--- src/rtl/phy_rdy_wdog_pkg.sv ---
package phy_rdy_wdog_pkg;
  localparam int FIELD_W = 10;
  localparam int PAD_W   = 9;
  localparam int CNT_W   = FIELD_W + PAD_W;

  function automatic logic [CNT_W-1:0] start_value(input logic [FIELD_W-1:0] f);
    return {f, {PAD_W{1'b0}}};
  endfunction
endpackage

--- src/rtl/phy_rdy_wdog_load.sv ---
module phy_rdy_wdog_load #(
  parameter int FIELD_W = 10,
  parameter int PAD_W   = 9,
  localparam int CNT_W  = FIELD_W + PAD_W
) (
  input  logic [FIELD_W-1:0] field_i,
  output logic [CNT_W-1:0]   load_o
);
  // Field forms the upper bits; low bits are zero padding.
  always_comb begin
    load_o = '0;
    load_o[CNT_W-1:PAD_W] = field_i;
  end
endmodule

--- src/rtl/phy_rdy_wdog_cnt.sv ---
module phy_rdy_wdog_cnt #(
  parameter int CNT_W = 19
) (
  input  logic             clk,
  input  logic             rst,
  input  logic             reload_i,
  input  logic [CNT_W-1:0] load_i,
  output logic [CNT_W-1:0] cnt_o,
  output logic             zero_o
);
  always_ff @(posedge clk) begin
    if (rst || reload_i) cnt_o <= load_i;
    else if (cnt_o != '0) cnt_o <= cnt_o - CNT_W'(1);
  end

  assign zero_o = (cnt_o == '0);
endmodule

--- src/rtl/phy_rdy_wdog_flag.sv ---
module phy_rdy_wdog_flag (
  input  logic clk,
  input  logic rst,
  input  logic expire_i,
  input  logic clr_i,
  output logic pulse_o,
  output logic sts_o
);
  always_ff @(posedge clk) begin
    if (rst) begin
      pulse_o <= 1'b0;
      sts_o   <= 1'b0;
    end else begin
      pulse_o <= expire_i;
      if (expire_i)   sts_o <= 1'b1;
      else if (clr_i) sts_o <= 1'b0;
    end
  end

  // set takes priority over clear
  p_sts_with_pulse_r6: assert property (@(posedge clk) disable iff (rst)
    pulse_o |-> sts_o);
endmodule

--- src/rtl/phy_rdy_wdog.sv ---
module phy_rdy_wdog #(
  parameter int FIELD_W = phy_rdy_wdog_pkg::FIELD_W,
  parameter int PAD_W   = phy_rdy_wdog_pkg::PAD_W,
  localparam int CNT_W  = FIELD_W + PAD_W
) (
  input  logic               clk,
  input  logic               rst,
  input  logic               en,
  input  logic               phy_rdy,
  input  logic [FIELD_W-1:0] tmo_field,
  input  logic               sts_clr,
  output logic               phy_rst_o,
  output logic               tmo_sts_o
);
  logic [CNT_W-1:0] load_val;
  logic [CNT_W-1:0] cnt;
  logic             cnt_zero;
  logic             expire;
  logic             reload;

  phy_rdy_wdog_load #(.FIELD_W(FIELD_W), .PAD_W(PAD_W)) u_load (
    .field_i (tmo_field),
    .load_o  (load_val)
  );

  // Expiry is blocked during the pulse cycle so the output stays one cycle wide.
  assign expire = en && !phy_rdy && cnt_zero && !phy_rst_o;
  assign reload = !en || phy_rdy || expire || phy_rst_o;

  phy_rdy_wdog_cnt #(.CNT_W(CNT_W)) u_cnt (
    .clk      (clk),
    .rst      (rst),
    .reload_i (reload),
    .load_i   (load_val),
    .cnt_o    (cnt),
    .zero_o   (cnt_zero)
  );

  phy_rdy_wdog_flag u_flag (
    .clk      (clk),
    .rst      (rst),
    .expire_i (expire),
    .clr_i    (sts_clr),
    .pulse_o  (phy_rst_o),
    .sts_o    (tmo_sts_o)
  );

  p_dec_r2: assert property (@(posedge clk) disable iff (rst)
    (en && !phy_rdy && !cnt_zero && !phy_rst_o) |=> (cnt == $past(cnt) - CNT_W'(1)));

  p_reload_ready_r3: assert property (@(posedge clk) disable iff (rst)
    phy_rdy |=> (cnt == $past(load_val)));

  p_off_quiet_r4: assert property (@(posedge clk) disable iff (rst)
    !en |=> !phy_rst_o);

  p_pulse_single_r5: assert property (@(posedge clk) disable iff (rst)
    phy_rst_o |=> !phy_rst_o);

  p_fire_r7: assert property (@(posedge clk) disable iff (rst)
    (en && !phy_rdy && cnt_zero && !phy_rst_o) |=> phy_rst_o);

  p_reset_r8: assert property (@(posedge clk)
    rst |=> (!phy_rst_o && !tmo_sts_o));
endmodule

--- config.mk ---
export PLATFORM = sky130hd
export DESIGN_NAME = phy_rdy_wdog
export DESIGN_NICKNAME = d
export VERILOG_FILES = /design/src/rtl/phy_rdy_wdog_pkg.sv /design/src/rtl/phy_rdy_wdog_load.sv /design/src/rtl/phy_rdy_wdog_cnt.sv /design/src/rtl/phy_rdy_wdog_flag.sv /design/src/rtl/phy_rdy_wdog.sv
export SDC_FILE = /design/constraint.sdc
export NUM_CORES = 1
export LEC_CHECK = 0
export BUFFER_PORTS_ARGS = -buffer_cell sky130_fd_sc_hd__buf_4
export CELL_PAD_IN_SITES_DETAIL_PLACEMENT = 1
export CELL_PAD_IN_SITES_GLOBAL_PLACEMENT = 2
export CORE_ASPECT_RATIO = 0.9
export CORE_MARGIN = 2
export CORE_UTILIZATION = 24
export DETAILED_ROUTE_END_ITERATION = 8
export GPL_ROUTABILITY_DRIVEN = 0
export PLACE_DENSITY_LB_ADDON = 0.2
export SLEW_MARGIN = 10
export SYNTH_ARGS = -nofsm -noshare
export SYNTH_HDL_FRONTEND = slang
export SYNTH_SLANG_ARGS = --single-unit
--- constraint.sdc ---
create_clock -name clk -period 2.12 [get_ports clk]
set_input_delay 0.636 -clock clk [delete_from_list [all_inputs] [get_ports clk]]
set_output_delay 0.636 -clock clk [all_outputs]
set_load 0.02 [all_outputs]
* Word-level counts from Yosys, hierarchy flattened
Cells that the tools add are included.
Cells by class: bitwise gates (word level) 0, multiply operators 0, add/subtract/negate cells 1, shift-type cells 0, equality and inequality tests 0, mux-type cells 4, reductions and logical operators 14, order comparisons 0, divide/modulo/power cells 0
Operator list (count):
- $mux W19 | 2
- $logic_not A19 Y1 | 1
- $reduce_bool A19 Y1 | 1
- $sub A19 B1 Y19 const B | 1
- $logic_or A1 B1 Y1 | 4
- $reduce_bool A2 Y1 | 2
- $logic_and A1 B1 Y1 | 3
- $logic_not A1 Y1 | 3
- $mux W1 | 2
Storage, ports and cells: register bits 21, input bits 15, memories 0, output and inout bits 2, logic and storage cells 23, bits in read-only memories 0, latch bits 0, memory bits (writable) 0

* Depth between registers and ports, before layout
Gate-level depths: netlist of run 1.
depth after elaboration 8, mapped depth 8, depth with buffers taken out 7

* Hierarchy
A second synthesis of run 1 with hierarchy kept.
Unflattened totals: cells, all modules 145, area total of the unflattened synthesis 1380.1 µm²
Modules (own cells, without submodules):
- phy_rdy_wdog_cnt | seq. area each 570.5 µm², area each 1148.6 µm², times used 1, cells each 117
- phy_rdy_wdog_load | seq. area each 0.0 µm², area each 146.4 µm², times used 1, cells each 20
- phy_rdy_wdog_flag | seq. area each 40.0 µm², area each 62.6 µm², times used 1, cells each 6
- phy_rdy_wdog | seq. area each 0.0 µm², area each 22.5 µm², times used 1, cells each 2

* Worst setup path after synthesis of run 1
No wires, ideal clock.
kind input port to flip-flop, start in phy_rdy, end reg u_cnt.cnt_o[10], data pin, data required time 1853 ps, buffers on the path 1, path slack 145 ps, stages 5, library setup time 267 ps, arrival 1708 ps, path through nor4b_1 o21ai_4 buf_6 nand2_1 o21ai_0
On the way: longest elaborated chain between the ends 8, elaborated cells between the ends (all ways) 9, those cells by class mux (1); reduce/logical (8)
Ends and longest elaborated chain:
- start: declaration | line phy_rdy_wdog.sv:9 | input logic phy_rdy,
- $logic_not A1 Y1 | line phy_rdy_wdog.sv:27 | assign expire = en && !phy_rdy && cnt_zero && !phy_rst_o;
- $logic_and A1 B1 Y1 (3 in series) | line phy_rdy_wdog.sv:27
- $logic_or A1 B1 Y1 (*) (2 in series) | line phy_rdy_wdog.sv:28 | assign reload = !en || phy_rdy || expire || phy_rst_o;
- $logic_or A1 B1 Y1 (*) | line phy_rdy_wdog_cnt.sv:12 | if (rst || reload_i) cnt_o <= load_i;
- $mux W19 (*) | line phy_rdy_wdog_cnt.sv:12
- end signal: assignment | line phy_rdy_wdog_cnt.sv:12
- end signal: assignment | line phy_rdy_wdog_cnt.sv:13 | else if (cnt_o != '0) cnt_o <= cnt_o - CNT_W'(1);
- end: declaration | line phy_rdy_wdog_cnt.sv:8 | output logic [CNT_W-1:0] cnt_o,
Mark *: on every way between the ends. The rest lies on a longest branch, timed or not. A chain may end at the register's enable or synchronous reset.

* Worst setup path after layout of run 1
start reg u_cnt.cnt_o[9], end reg u_cnt.cnt_o[17], data pin
On the way: longest elaborated chain between the ends 7, elaborated cells between the ends (all ways) 9, those cells by class add/sub (1); mux (2); reduce/logical (6)
Ends and longest elaborated chain (line):
- parallel branches: the longest is 6 deep, another holds $sub A19 B1 Y19
- $mux W19 (*) | phy_rdy_wdog_cnt.sv:12
Every way passes the cells marked *. The select of a mux whose other input is x is not followed.

==> results of run 1 <==
-- cells in the mapped netlist, drive strengths merged (2+ instances only) --
cell type / n / area, um^2
xor2: 6 / 52.6
inv: 3 / 11.3
edfxtp: 10 / 300
a21oi: 2 / 10.0
nor4: 4 / 46.3
nand3: 3 / 15.0
nor3: 6 / 30.0
nand2: 15 / 56.3
nor2: 12 / 45.0
dfxtp: 11 / 220
nor4b: 2 / 23.8
buf: 3 / 27.5
o21ai: 11 / 73.8
or3: 2 / 13.8
xnor2: 8 / 70.1
-- worst max-delay path: cells and delay by family, from the launching register on --
kind | cells | cell delay, ns
AOI/OAI and AO/OA | 1 | 0.07
xor gates and xnor gates | 1 | 0.19
DFF | 1 | 0.53
and+or+nand+nor | 3 | 0.97
-- registers in the layout (all words and copies together) (netlist names) --
| signal | cells |
|---|---|
| u_flag.sts_o | 1 |
| u_cnt.cnt_o | 19 |
| u_flag.pulse_o | 1 |
-- through the flow --
stage / total power [mW] / instance area (um^2) / setup slack (ns) / cells
final: 0.905 / 1390 / 0.121 / 199
after global routing: 0.959 / 1390 / 0.000816 / 199
after CTS: 0.916 / 1370 / 0.0732 / 199
after detailed placement: 0.637 / 1320 / 0.0867 / 195
after global placement: 0.631 / 1320 / 0.173 / 195
after floorplan: 0.586 / 1120 / 0.145 / 117
-- cells by family (layout without fill, tap and decap cells) --
group | Yosys count | in the layout | share of synthesized area
compound gates | 16 | 16 | 0.100
xor+xnor | 14 | 14 | 0.113
fa+ha+maj | 1 | 1 | 0.0115
buf+inv | 6 | 26 | 0.0358
flops | 21 | 21 | 0.480
other cells | 1 | 10 | 0.00346
simple gates | 49 | 49 | 0.255
-- per-layer routing --
| layer | track usage | routed length, um | vias to the layer above |
|---|---|---|---|
| met4 | 0.0201 | 17 | 0 |
| met5 | 0 | 0 | - |
| li1 | - | - | 429 |
| met2 | 0.178 | 1240 | 11 |
| met1 | 0.147 | 1140 | 407 |
| met3 | 0.0313 | 82 | 2 |
-- area by class of cell --
| class | instances | area, um^2 |
|---|---|---|
| Inverter | 3 | 11.3 |
| Tap cell | 62 | 77.6 |
| Fill cell | 511 | 3010 |
| Sequential cell | 21 | 520 |
| Multi-Input combinational cell | 90 | 582 |
| Clock buffer | 4 | 45.0 |
| Timing Repair Buffer | 19 | 155 |
-- worst paths after layout --
kind | slack [ns] | depth (start not counted) | end
min | 0.45 | 1 | u_cnt.cnt_o[0]
max reg2reg | 0.12 | 5 | u_cnt.cnt_o[17]
min reg2reg | 0.45 | 1 | u_cnt.cnt_o[0]
max | 0.12 | 5 | u_cnt.cnt_o[17]
-- power by group through the flow --
stage	Combinational (mW)	Clock (mW)	Sequential, mW
floorplan	0.107	0	0.479
global placement	0.146	0	0.485
detailed placement	0.151	0	0.486
CTS	0.152	0.287	0.477
global route	0.177	0.298	0.485
finish	0.154	0.270	0.480
-- repair_timing --
action / 4_1_cts / 5_1_grt
endpoints found under the setup margin: 0 / 9
resized for setup: 0 / 3
buffers inserted: 0 / 0
endpoints found under the hold margin: 0 / 0
==> run metrics, run 1 <==
Hold WS 0.451 ns; Net Sw Power 243 uW; mean post-synth cell area 10.0 um^2; ant diodes 0; area grow syn2layout 28.4%; Int Power 662 uW; CP Data Required Time approximately 2.1 ns; commonest cells after routing, fill and taps aside 18 x buf_4, 15 x nand2_1, 12 x nor2_1; die area 0.00507 mm^2; Synth Flop Type dfxtp_1; post-synthesis sequential area ratio 0.480; CTS Buf Count 3; final wirelength 2.48 mm; Layout Skew 0.00339 ns; row count 23; CP Launch Type register; Final #Nets 154; fin. max-slew vios 0; Tcrit/Tclk final 0.943; GR Overflow Total 0; total negative slack 0 ns; DIE WIDTH 74.8 um; EDFF count, synth 10; Starting Density 0.246; CTS tree built; status complete, no violations; Crit Path Class register to register; Synth cell types 32; DRC 0; Core Util, Final 0.316; Tmin final 2.00 ns; power share of the sequential group 0.531; CP peak stage delay about 0.62 ns; fmax 500 MHz; Post-Syn Instances approximately 110; clock power share 0.299; clk_lat worst skew 0.26 ns; CTS max path bufs 2; first-pass GRT wire length 4.18 mm; vias in the first global route 870; Final Setup Violations 0; Cell Pwr Density between 600 and 700 mW/mm^2; Leakage Power 0.558 nW; Crit-path slowest cell or4_1; crit path cell chain or4_1, nor3b_2, nand3_1, xor2_1, o21ai_2; GRT Resource Usage Total 0.110; flops & latches, synth 21; Clk Tree Root Cell clkbuf_8; Initial DRT Pass Iterations 2; initial DRC count 28; final HPWL from detailed placement 1.85 mm; via count about 850; share of post-route cells with drive strength above 1 0.234; Reg2Reg Launch Point u_cnt.cnt_o[9]; Hold WC Path Type register to register; hold_buf cts 0; clk slew on worst S/H paths about 0.080 ns; unrepaired setup endpoints after global routing no; Die Ht 67.7 um; routed vias/inst 4.27; Core ar. ~0.0044 mm^2; largest net degree at the start of global routing 17; Max VDD drop 333 uV; switch share 0.269; detailed-route wire length per cell 12.5 um; clk sinks 21; ANT nets after route 0; cell area after synthesis 0.00108 mm^2; YS warnings 0; Max H-tree Level 1; Worst Path Max Fanout 6; Worst Hold Launch u_cnt.cnt_o[0]; FFs w/ async S/R, synth 0; antenna violations before repair 0; final hold violation count 0; Setup crit start u_cnt.cnt_o[9]; Combinational Power Share 0.170; Critical Path AT around 2.0 ns; crit path capture type register; Max Cap Violations 0; I/O pin count 17; PortBufs 16; commonest non-fill, non-tap cell in the layout buf_4
(Power assumes the default switching activity.)
==> inputs of run 2 (changes only) <==
--- a/config.mk
+++ b/config.mk
@@ -9,7 +9,6 @@
 export CELL_PAD_IN_SITES_DETAIL_PLACEMENT = 1
 export CELL_PAD_IN_SITES_GLOBAL_PLACEMENT = 2
 export CORE_ASPECT_RATIO = 0.9
-export CORE_MARGIN = 2
 export CORE_UTILIZATION = 24
 export DETAILED_ROUTE_END_ITERATION = 8
 export GPL_ROUTABILITY_DRIVEN = 0
==> run 2 against run 1 <==
- design area shrank 0.27%
- critical endpoint unchanged
- clock power hardly changed
- die area down 5.5%
- sequential power decreased by 1%
- clock skew decreased by 0.0012 ns
- highest routed layer unchanged
==> run metrics, run 2 (synthesized netlist as in run 1, its figures left out) <==
Tmin final about 1.9 ns; CTS max path bufs 2; share of post-route cells with drive strength above 1 0.243; GRT Resource Usage Total 0.108; clk sinks 21; initial DRC count 20; Top reg by flops u_cnt.cnt_o; clk_lat worst skew 0.26 ns; reg2reg setup slack 0.18 ns; cts repair resizes 0; Critical Path AT 1.96 ns; Cell Pwr Density ~650 mW/mm^2; Core ar. 0.00421 mm^2; Final Setup Violations 0; Die Ht ~66 um; hold_buf cts 0; die area 0.00479 mm^2; Reg2Reg Launch Point u_cnt.cnt_o[10]; fin. max-slew vios 0; CTS tree built; Max Cap Violations 0; Final #Nets 157; commonest non-fill, non-tap cell in the layout buf_4; Initial DRT Pass Iterations 4; FF-to-FF End u_cnt.cnt_o[17]; setup bufs post-CTS 0; Setup crit start u_cnt.cnt_o[10]; Layout Skew around 0.0022 ns; Tcrit/Tclk final 0.915; Starting Density 0.257; clk slew on worst S/H paths 0.08 ns; largest net degree at the start of global routing 22; crit path capture type register; commonest cells after routing, fill and taps aside 21 x buf_4, 15 x nand2_1, 12 x nor2_1; final HPWL from detailed placement 1.75 mm; Worst Path Max Fanout 5; I/O pin count 17; antenna violations before repair 0; Hold WC Path Type register to register; Crit Path Class register to register; Leakage Power 0.560 nW; row count 22; crit path to u_cnt.cnt_o[17]; DRC 0; unrepaired setup endpoints after global routing no; dpl ws around 0.19 ns; ant diodes 0; Largest register FFs 19; CTS Buf Count 3; final hold violation count 0; ANT nets after route 0; CP Data Required Time 2.14 ns; detailed-route wire length per cell 11.3 um; total negative slack 0 ns; CP Launch Type register; first-pass GRT wire length around 3.8 mm; status complete, no violations; area grow syn2layout 28.1%; Clk Tree Root Cell clkbuf_8; DIE WIDTH 72.8 um; PortBufs 16; fmax 516 MHz; via count 849; Max H-tree Level 1; top flop regs u_cnt.cnt_o (19), u_flag.pulse_o (1), u_flag.sts_o (1); Max VDD drop about 240 uV; Fill cells around 500; Worst Reg-to-Reg Cells 5; GR Overflow Total 0; vias in the first global route between 800 and 900; final wirelength between 2 and 2.5 mm; routed vias/inst 4.25; Final Worst Setup Slack around 0.18 ns
==> run 2: worst min path at each step <==
stage | slack [ns] | depth (start not counted) | endpoint | from
floorplan | 0.41 | 1 | u_cnt.cnt_o[0] | u_cnt.cnt_o[0]
global placement | 0.42 | 1 | u_cnt.cnt_o[0] | u_cnt.cnt_o[0]
detailed placement | 0.44 | 1 | u_cnt.cnt_o[0] | u_cnt.cnt_o[0]
CTS | 0.45 | 1 | u_cnt.cnt_o[0] | u_cnt.cnt_o[0]
global route | 0.48 | 1 | u_cnt.cnt_o[0] | u_cnt.cnt_o[0]
finish | 0.45 | 1 | u_cnt.cnt_o[0] | u_cnt.cnt_o[0]
==> run 2: final cells by class <==
| cell class | count | area, um^2 | share of cell area |
|---|---|---|---|
| tap | 60 | 75.1 | 0.0541 |
| timing repair buffer | 22 | 178 | 0.128 |
| inverter | 3 | 11.3 | 0.00812 |
| clock buffer | 4 | 45.0 | 0.0325 |
| sequential | 21 | 520 | 0.375 |
| multi-input combinational | 90 | 558 | 0.402 |
==> run 2: metal layers <==
metal  global-route usage  share of wire
met1                0.130           0.49
met4               0.0368          0.010
met3               0.0368          0.039
met5                    0              0
met2                0.179           0.47
==> run 2: per-stage QoR <==
stage / util / hold WS (ns) / instances / instance area [um^2] / power [mW]
after global routing: 0.329 / 0.484 / 200 / 1390 / 0.953
final: 0.329 / 0.446 / 200 / 1390 / 0.897
after detailed placement: 0.319 / 0.439 / 196 / 1340 / 0.639
after CTS: 0.329 / 0.451 / 200 / 1390 / 0.916
after global placement: 0.319 / 0.421 / 196 / 1340 / 0.635
after floorplan: - / 0.414 / 117 / 1120 / 0.586
==> run 2: critical path: stages, from the launching register on <==
cell and delay, ns:
edfxtp_1 0.46, or4_1 0.59, nor3b_2 0.26, nand3_1 0.12
xor2_1 0.20, o21ai_2 0.06
==> run 2: power by group <==
group	switching, mW	internal (mW)	total, mW
sequential	0.0252	0.450	0.475
combinational	0.0733	0.0785	0.152
clock	0.136	0.134	0.270
